**config.mk**
```make
export PLATFORM = sky130hd
export DESIGN_NAME = i2c_arb_monitor
export DESIGN_NICKNAME = d
export VERILOG_FILES = /design/src/rtl/i2c_arb_pkg.sv /design/src/rtl/i2c_line_sync.sv /design/src/rtl/i2c_bit_framer.sv /design/src/rtl/i2c_arb_core.sv /design/src/rtl/i2c_arb_monitor.sv
export SDC_FILE = /design/constraint.sdc
export NUM_CORES = 1
export LEC_CHECK = 0
export CAP_MARGIN = 15
export CORE_AREA = 2 2 39 41
export CTS_BUF_LIST = sky130_fd_sc_hd__clkbuf_2
export DETAILED_ROUTE_END_ITERATION = 16
export DIE_AREA = 0 0 41 43
export PLACE_DENSITY = 0.77
export SETUP_SLACK_MARGIN = 0.05
export SYNTH_ARGS = -nofsm -noshare
export SYNTH_HDL_FRONTEND = slang
export SYNTH_SLANG_ARGS = --single-unit
```
**constraint.sdc**
```tcl
create_clock -name clk -period 1.5 [get_ports clk]
set_input_delay 0.3 -clock clk [delete_from_list [all_inputs] [get_ports clk]]
set_output_delay 0.3 -clock clk [all_outputs]
set_load 0.005 [all_outputs]
```
**src/rtl/i2c_arb_pkg.sv**
```systemverilog
package i2c_arb_pkg;

  // Edge and condition events derived from the synchronized bus lines
  typedef struct packed {
    logic rise;
    logic fall;
    logic start;
    logic stop;
  } bus_evt_t;

endpackage

```
**src/rtl/i2c_line_sync.sv**
```systemverilog
module i2c_line_sync #(
  parameter int WIDTH  = 2,
  parameter int STAGES = 2
) (
  input  logic             clk,
  input  logic             rst_n,
  input  logic [WIDTH-1:0] d_in,
  output logic [WIDTH-1:0] q_out
);

  logic [WIDTH-1:0] stg [STAGES];

  for (genvar g = 0; g < STAGES; g++) begin : g_stage
    if (g == 0) begin : g_first
      always_ff @(posedge clk or negedge rst_n) begin
        if (!rst_n) stg[0] <= '1;   // idle bus reads high
        else        stg[0] <= d_in;
      end
    end else begin : g_next
      always_ff @(posedge clk or negedge rst_n) begin
        if (!rst_n) stg[g] <= '1;
        else        stg[g] <= stg[g-1];
      end
    end
  end

  assign q_out = stg[STAGES-1];

endmodule

```
**src/rtl/i2c_bit_framer.sv**
```systemverilog
module i2c_bit_framer
  import i2c_arb_pkg::*;
#(
  parameter int BITS = 8
) (
  input  logic     clk,
  input  logic     rst_n,
  input  logic     scl_s,
  input  logic     sda_s,
  output bus_evt_t evt,
  output logic     data_slot,
  output logic     byte_end
);

  localparam int FRAME = BITS + 1;
  localparam int CNT_W = $clog2(FRAME + 1);

  logic             scl_d, sda_d;
  logic [CNT_W-1:0] bit_pos;

  always_ff @(posedge clk or negedge rst_n) begin
    if (!rst_n) begin
      scl_d <= 1'b1;
      sda_d <= 1'b1;
    end else begin
      scl_d <= scl_s;
      sda_d <= sda_s;
    end
  end

  always_comb begin
    evt.rise  = scl_s & ~scl_d;
    evt.fall  = ~scl_s & scl_d;
    evt.start = scl_s & scl_d & sda_d & ~sda_s;
    evt.stop  = scl_s & scl_d & ~sda_d & sda_s;
  end

  // Position inside the nine-bit frame: counts SCL rises since start/byte end
  always_ff @(posedge clk or negedge rst_n) begin
    if (!rst_n)                                     bit_pos <= '0;
    else if (evt.start || evt.stop)                 bit_pos <= '0;
    else if (evt.rise && bit_pos != CNT_W'(FRAME))  bit_pos <= bit_pos + 1'b1;
    else if (evt.fall && bit_pos == CNT_W'(FRAME))  bit_pos <= '0;
  end

  assign data_slot = evt.rise && (bit_pos < CNT_W'(BITS));
  assign byte_end  = evt.fall && (bit_pos == CNT_W'(FRAME));

  AST_POS_IN_RANGE: assert property (@(posedge clk) disable iff (!rst_n)
    bit_pos <= CNT_W'(FRAME)) else $error("bit position out of range");

  AST_START_RESETS_POS: assert property (@(posedge clk) disable iff (!rst_n)
    evt.start |=> (bit_pos == '0)) else $error("start did not reset position");

endmodule

```
**src/rtl/i2c_arb_core.sv**
```systemverilog
module i2c_arb_core (
  input  logic clk,
  input  logic rst_n,
  input  logic sda_s,
  input  logic sda_intent,
  input  logic mst_in,
  input  logic trx_in,
  input  logic data_slot,
  input  logic byte_end,
  input  logic clr_req,
  output logic al_q,
  output logic hold_q,
  output logic pin_q
);

  logic cmp_hit, lose_now, clear_now, end_fire;

  assign cmp_hit   = data_slot & mst_in & trx_in;
  assign lose_now  = cmp_hit & (sda_s != sda_intent);
  assign clear_now = clr_req & ~lose_now;          // a fresh loss wins over a clear
  assign end_fire  = al_q & byte_end & ~hold_q & ~clear_now;

  always_ff @(posedge clk or negedge rst_n) begin
    if (!rst_n) begin
      al_q   <= 1'b0;
      hold_q <= 1'b0;
      pin_q  <= 1'b0;
    end else begin
      pin_q <= end_fire;
      if (lose_now)       al_q <= 1'b1;
      else if (clear_now) al_q <= 1'b0;
      if (clear_now)      hold_q <= 1'b0;
      else if (end_fire)  hold_q <= 1'b1;
    end
  end

  AST_MISMATCH_SETS: assert property (@(posedge clk) disable iff (!rst_n)
    (cmp_hit && sda_s != sda_intent) |=> al_q) else $error("mismatch missed");

  AST_MATCH_KEEPS_CLEAR: assert property (@(posedge clk) disable iff (!rst_n)
    (!al_q && data_slot && sda_s == sda_intent) |=> !al_q) else $error("loss on matching bit");

  AST_IDLE_MODE_NO_LOSS: assert property (@(posedge clk) disable iff (!rst_n)
    (!al_q && !(mst_in && trx_in)) |=> !al_q) else $error("loss outside master transmit");

  AST_NON_DATA_NO_LOSS: assert property (@(posedge clk) disable iff (!rst_n)
    (!al_q && !data_slot) |=> !al_q) else $error("loss outside a data bit");

  AST_CLEAR_WORKS: assert property (@(posedge clk) disable iff (!rst_n)
    (clr_req && !lose_now) |=> (!al_q && !hold_q)) else $error("clear ignored");

  AST_LOSS_BEATS_CLEAR: assert property (@(posedge clk) disable iff (!rst_n)
    (clr_req && lose_now) |=> al_q) else $error("clear beat a new loss");

  AST_PIN_WITH_HOLD: assert property (@(posedge clk) disable iff (!rst_n)
    pin_q |-> hold_q) else $error("pending clear without hold");

  AST_PIN_ONE_SHOT: assert property (@(posedge clk) disable iff (!rst_n)
    pin_q |=> !pin_q) else $error("pending clear longer than one cycle");

  AST_HOLD_NEEDS_LOSS: assert property (@(posedge clk) disable iff (!rst_n)
    hold_q |-> al_q) else $error("SCL hold without loss");

endmodule

```
**src/rtl/i2c_arb_monitor.sv**
```systemverilog
module i2c_arb_monitor
  import i2c_arb_pkg::*;
#(
  parameter int SYNC_STAGES = 2,
  parameter int BITS        = 8
) (
  input  logic clk,
  input  logic rst_n,
  input  logic scl_in,
  input  logic sda_in,
  input  logic sda_intent,
  input  logic mst_in,
  input  logic trx_in,
  input  logic dbr_rd,
  input  logic dbr_wr,
  input  logic cr2_wr,
  output logic al_flag,
  output logic mst_out,
  output logic trx_out,
  output logic release_req,
  output logic pin_clr,
  output logic scl_hold
);

  logic [1:0] lines_s;
  bus_evt_t   evt;
  logic       data_slot, byte_end;

  i2c_line_sync #(.WIDTH(2), .STAGES(SYNC_STAGES)) u_sync (
    .clk   (clk),
    .rst_n (rst_n),
    .d_in  ({scl_in, sda_in}),
    .q_out (lines_s)
  );

  i2c_bit_framer #(.BITS(BITS)) u_framer (
    .clk       (clk),
    .rst_n     (rst_n),
    .scl_s     (lines_s[1]),
    .sda_s     (lines_s[0]),
    .evt       (evt),
    .data_slot (data_slot),
    .byte_end  (byte_end)
  );

  i2c_arb_core u_core (
    .clk        (clk),
    .rst_n      (rst_n),
    .sda_s      (lines_s[0]),
    .sda_intent (sda_intent),
    .mst_in     (mst_in),
    .trx_in     (trx_in),
    .data_slot  (data_slot),
    .byte_end   (byte_end),
    .clr_req    (dbr_rd | dbr_wr | cr2_wr),
    .al_q       (al_flag),
    .hold_q     (scl_hold),
    .pin_q      (pin_clr)
  );

  assign mst_out     = mst_in & ~al_flag;
  assign trx_out     = trx_in & ~al_flag;
  assign release_req = al_flag;

endmodule

```
==> impl_metrics.json, run 1 <==
{
  "total_global_routing_overflow": 0,
  "initial_utilization_pct": 43.13,
  "post_synth.cell_area_avg_um2": 11.26,
  "number_of_global_route_vias_before_repair": 453,
  "maxSlewViolCount": 0,
  "cts.root.buffer_cell": "clkbuf_2",
  "grt_pass1_wl_mm": 1.731,
  "detailroute.via_count": 466,
  "grt_max_degree": 14,
  "syn-instance-count": 53,
  "ios": 16,
  "number_of_antenna_violations_at_the_first_check_in_global_routing": 0,
  "placement.io_buffers": 15,
  "post-synth-top-area-cell": "dfrtp_1",
  "netlist_area_um2": 596.8,
  "p_total_mw": 0.7545,
  "outcome": "finished clean",
  "area_growth_from_synthesis_to_layout_pct": 36.48,
  "fp-row-count": 14,
  "floorplan.die.width_um": 41,
  "fin_crit_period_ps": 1388,
  "timing.hold.ws_ps": 331.3,
  "critical_path.max_fanout": 1,
  "worst-endpoint-arrival_ps": 1090,
  "holdBufCountCts": 0,
  "routed_wirelength_mm": 1.137,
  "route.detailed.drc": 0,
  "cts_tree": "built",
  "critPathCaptureType": "primary output",
  "cell_breakdown_of_the_critical_path": "clkdlybuf4s50_1",
  "path_class": "reg -> out",
  "drv.max_cap_violation_count": 0,
  "numCtsBuffers": 3,
  "route.antenna.remaining_nets": 0,
  "dp_hpwl_um": 834.5,
  "critical_path.startpoint_type": "flop",
  "final-setup-viol-count": 0,
  "clock_insertion_delay_worst_skew_ps": 260,
  "final_min_period_over_clock_period_pct": 92.55,
  "crit_family": "buffers and inverters",
  "wire_per_inst_um": 12.36,
  "cts.htree.levels": 1,
  "final_nets": 89,
  "ff_latch_count_synth": 13,
  "crit_buf_inv": 1,
  "core_area_um2": 1384,
  "dieArea_um2": 1763,
  "clkSlewWorstSetupHoldPaths_ps": 120,
  "drt_first_pass_iters": 4,
  "critical-path-max-stage-delay_ps": 490,
  "cts.path.max_buffers": 2,
  "worst_pin_slew_ps": 272.2,
  "clock_skew_ps": 0.9688,
  "peakVddDrop_uv": 548.3,
  "via_per_inst": 5.065,
  "drive_gt1_share_pct": 31.58,
  "synth.top_cells.by_area": "dfrtp_1, dfstp_2, ha_1",
  "synthesis.nets": 65,
  "globalRouteTotalUtil_pct": 15.09,
  "place_area_um2": 767.0,
  "place_congestion": 0.9089,
  "cts.sink_count": 13,
  "worst_hold_path_type": "in -> async",
  "timing.fmax_mhz": 720.3,
  "die_height_um": 43,
  "rsz_0062_raised_after_global_routing": "false",
  "ff2ff_setup_slack_ps": 130,
  "power_density_nw_per_um2": 926.3,
  "yosys.cell_types.count": 26,
  "yosysSeqAreaShare_pct": 55.77,
  "hold_violations": 0,
  "cp.required_ps": 1200,
  "antenna-diode-count": 0,
  "max_slew_headroom_pct": 81.70,
  "yosys_warnings": 0,
  "leakage_nw": 0.3846,
  "initialDrtViolationCount": 7,
  "cell_with_the_biggest_individual_delay_on_the_critical_path": "clkdlybuf4s50_1",
  "post-route-cell-area_um2": 814.5,
  "synth_top_cell_area_share_pct": 29.35
}
==> sequential cells by signal (all words and copies together) (netlist names) <==
signal            cells
u_sync.q_out          2
u_sync.stg            2
u_core.al_q           1
u_core.pin_q          1
u_framer.bit_pos      4
u_core.hold_q         1
u_framer.sda_d        1
u_framer.scl_d        1
==> cell usage in the layout, fill, tap and decap left out <==
master           instances
mux2i_1                  1
a21o_2                   1
a221oi_2                 1
nand2_1                  5
nor2b_1                  3
and2b_2                  1
inv_1                    3
dlymetal6s2s_1           1
o21ai_1                  1
a22oi_1                  1
buf_4                    5
dfrtp_2                  1
nand2b_2                 1
a21oi_1                  1
nor3_2                   1
nand3_1                  5
nor4_2                   1
o211ai_1                 1
nand3b_1                 2
nor2_1                   2
ha_1                     2
a31oi_1                  1
and3b_1                  1
nor3_1                   2
clkdlybuf4s50_1         10
clkbuf_2                 6
xnor2_1                  1
xor2_1                   1
dfstp_2                  6
dlygate4sd2_1            2
dfrtp_1                  6
==> path summary, 6_finish.rpt <==
path	startpoint	endpoint	cells past startpoint
setup reg to reg	u_sync.q_out[1]$_DFF_PN1_	u_core.pin_q$_DFF_PN0_	4
max in group asynchronous	rst_n	u_sync.q_out[0]$_DFF_PN1_	2
hold reg to reg	u_sync.stg[2]$_DFF_PN1_	u_sync.q_out[0]$_DFF_PN1_	0
hold / removal	rst_n	u_framer.bit_pos[3]$_DFFE_PN0P_	2
min in group clk	u_sync.stg[2]$_DFF_PN1_	u_sync.q_out[0]$_DFF_PN1_	0
setup / recovery	u_core.pin_q$_DFF_PN0_	pin_clr	1
==> kinds of logic after synthesis <==
family	share of synthesized area, %
adder cells (fa/ha/maj)	4.192
flip-flops	55.77
XOR/XNOR	2.936
AO/OA/AOI/OAI	8.177
buffers and inverters	3.145
AND/OR/NAND/NOR	24.11
multiplexers	1.677
==> per-layer routing <==
metal | up-vias | wire (um) | track usage, %
li1 | 231 | - | -
met1 | 217 | 460 | 16.26
met2 | 18 | 579 | 23.75
met3 | 0 | 97 | 5.236
met4 | 0 | 0 | 9.333
met5 | - | 0 | 0
==> synthesized netlist by cell type <==
cell	instances
mux2i_1	1
o21ai_1	1
nand3_1	5
o211ai_1	1
and2b_2	1
a22oi_1	1
a31oi_1	1
nor4_2	1
nor2b_1	3
a21oi_1	1
nand2b_2	1
a221oi_1	1
inv_1	3
xnor2_1	1
nor2_1	2
nor3_2	1
ha_1	2
dfrtp_1	7
nand3b_1	2
xor2_1	1
and3b_1	1
nor3_1	2
buf_4	1
dfstp_2	6
nand2_1	5
a21o_2	1
==> cell type report <==
cell class | instances | area, um^2
fillers | 132 | 569.3
flip-flops and latches | 13 | 334.1
inverters | 3 | 11.26
multi-input cells | 36 | 251.5
well taps | 16 | 20.02
clock buffers | 4 | 20.02
repair buffers | 20 | 177.7
==> where the power goes <==
group | leakage [nW] | total, mW | switching (mW) | internal (mW)
Combinational | 0.213 | 0.140 | 0.0603 | 0.0800
Clock | 0.0166 | 0.178 | 0.107 | 0.0708
Sequential | 0.155 | 0.436 | 0.0425 | 0.394
Total | 0.385 | 0.754 | 0.210 | 0.545
==> timing repair <==
item,CTS,global route
endpoints found under the setup margin,5,4
pin swaps,0,0
setup buffers,4,0
gates resized for setup,4,7
==> through the flow <==
stage / util, % / TNS [ps] / setup slack, ps / instances
detailed placement: 55.43 / -394.3 / -200.0 / 84
global placement: 55.43 / -375.5 / -189.9 / 84
floorplan: - / 0 / 285.6 / 53
global route: 58.86 / 0 / 55.04 / 92
CTS: 58.68 / 0 / 53.08 / 92
finish: 58.86 / 0 / 111.7 / 92
Note: power is estimated with default switching activity, not from simulation.
==> run 2, diff against run 1 <==
==> constraint.sdc (replaced) <==
create_clock -name clk -period 1.7 [get_ports clk]
set_input_delay 0.34 -clock clk [delete_from_list [all_inputs] [get_ports clk]]
set_output_delay 0.34 -clock clk [all_outputs]
set_load 0.005 [all_outputs]
==> impl_metrics.json, run 2 (same netlist as run 1, synthesis figures left out) <==
{
  "layout_commonest_cell": "clkdlybuf4s50_1",
  "cts.root.buffer_cell": "clkbuf_2",
  "detailroute.via_count": 470,
  "pre_cts_slack_ps": -69.98,
  "timing.hold.worst_path_depth": 0,
  "reg2reg_launch_point": "u_sync.q_out[1]$_DFF_PN1_",
  "crit_family": "buffers and inverters",
  "numCtsBuffers": 3,
  "path_class": "reg -> out",
  "ff2ff_setup_slack_ps": 330,
  "cp.required_ps": 1360,
  "worst_pin_slew_ps": 560.0,
  "outcome": "finished clean",
  "timing.hold.worst_endpoint": "u_sync.q_out[1]$_DFF_PN1_",
  "crit_buf_inv": 1,
  "cell_breakdown_of_the_critical_path": "clkdlybuf4s50_1",
  "setup_ws_ps": 139.3,
  "hold_violations": 0,
  "seq_power_share_pct": 58.6,
  "leakage_nw": 0.3373,
  "drv.max_cap_violation_count": 0,
  "cts_tree": "built",
  "internal_power_mw": 0.4739,
  "critical_path.max_fanout": 5,
  "cts.path.max_buffers": 2,
  "fin_crit_period_ps": 1561,
  "nFillCells": 126,
  "worst-endpoint-arrival_ps": 1220,
  "routed_wirelength_mm": 1.059,
  "timing.hold.worst.start": "u_sync.stg[3]$_DFF_PN1_",
  "die_height_um": 43,
  "top_register": "u_framer.bit_pos",
  "place_congestion": 0.8951,
  "number_of_antenna_violations_at_the_first_check_in_global_routing": 0,
  "r2r-end": "u_core.pin_q$_DFF_PN0_",
  "ios": 16,
  "power_density_nw_per_um2": 838.8,
  "number_of_global_route_vias_before_repair": 431,
  "critical-path-max-stage-delay_ps": 530,
  "wire_per_inst_um": 12.03,
  "power.share.clock_pct": 24.4,
  "holdBufCountCts": 0,
  "rsz_0062_raised_after_global_routing": "false",
  "route.detailed.drc": 0,
  "switchingPower_mw": 0.1841,
  "post-route-cell-area_um2": 784.5,
  "initialDrtViolationCount": 2,
  "route.antenna.remaining_nets": 0,
  "maxSlewViolCount": 0,
  "fin_util_pct": 56.69,
  "total_global_routing_overflow": 0,
  "final-setup-viol-count": 0,
  "count_of_cells_along_the_worst_register_to_register_path": 4,
  "clkSlewWorstSetupHoldPaths_ps": 120,
  "switching_share_pct": 27.98,
  "clock_insertion_delay_worst_skew_ps": 270,
  "cell_with_the_biggest_individual_delay_on_the_critical_path": "clkdlybuf4s50_1",
  "core_area_um2": 1384,
  "grt_max_degree": 14,
  "most-common-layout-cells": "clkdlybuf4s50_1, dfrtp_1, dfstp_2, nand2_1, nand3_1",
  "power.combinational.fraction_pct": 17.0,
  "clock_skew_ps": 0.5195,
  "critPathCaptureType": "primary output",
  "initial_utilization_pct": 43.13,
  "dieArea_um2": 1763,
  "largest_reg_flops": 4,
  "drive_gt1_share_pct": 22.22,
  "final_min_period_over_clock_period_pct": 91.81,
  "drt_first_pass_iters": 4,
  "worst_hold_path_type": "reg -> reg",
  "cts.htree.levels": 1,
  "dp_hpwl_um": 817,
  "globalRouteTotalUtil_pct": 14.78,
  "area_growth_from_synthesis_to_layout_pct": 31.45,
  "p_total_mw": 0.6580,
  "fp-row-count": 14,
  "via_per_inst": 5.341,
  "max_slew_headroom_pct": 62.55,
  "critical_path.startpoint_type": "flop",
  "cts.sink_count": 13,
  "peakVddDrop_uv": 452.6,
  "place_area_um2": 759.5,
  "floorplan.die.width_um": 41,
  "final_nets": 85,
  "startpoint": "u_core.al_q$_DFFE_PN0P_",
  "grt_pass1_wl_mm": 1.669,
  "timing.fmax_mhz": 640.7,
  "placement.io_buffers": 15,
  "antenna-diode-count": 0
}
run 2: per-layer routing:
metal	global-route usage, %	wire length, um	up-vias
met5	0	0	-
met4	10.00	22	0
met3	4.712	85	3
met2	23.75	530	20
met1	15.22	420	224
li1	-	-	223
run 2: power by group through the flow:
stage	clock network, mW	logic (mW)	registers, mW
2_1_floorplan	0	0.0696	0.381
3_3_place_gp	0	0.111	0.388
3_5_place_dp	0	0.114	0.391
4_1_cts	0.168	0.112	0.385
5_1_grt	0.183	0.124	0.391
6_report	0.160	0.112	0.386
run 2: worst max path at each step:
stage                              to  slack, ps  cells past startpoint
6_report                  release_req        140                      1
3_5_place_dp                  mst_out        -70                      3
2_1_floorplan  u_core.pin_q$_DFF_PN0_        490                      4
3_3_place_gp                  mst_out        -70                      3
4_1_cts                   release_req         80                      1
5_1_grt                   release_req         70                      1
run 2: through the flow:
| stage | hold WS (ps) | instances | TNS [ps] |
|---|---|---|---|
| after floorplan | 44.41 | 53 | 0 |
| after global placement | 347.4 | 83 | -137.6 |
| after detailed placement | 350.9 | 83 | -137.1 |
| after CTS | 368.8 | 87 | 0 |
| after global routing | 371.8 | 88 | 0 |
| final | 365.7 | 88 | 0 |
run 2: area by class of cell:
type | instances | area [um^2] | share of cell area [%]
Clock buffer | 4 | 20.02 | 2.552
Inverter | 3 | 11.26 | 1.435
Multi-Input combinational cell | 36 | 245.2 | 31.26
Sequential cell | 13 | 332.8 | 42.42
Tap cell | 16 | 20.02 | 2.552
Timing Repair Buffer | 16 | 155.1 | 19.78
run 2: timing repair:
action / 4_1_cts / 5_1_grt
setup buffers: 0 / 1
resized for setup: 2 / 0
cloned: 0 / 0
setup endpoints to repair: 2 / 2
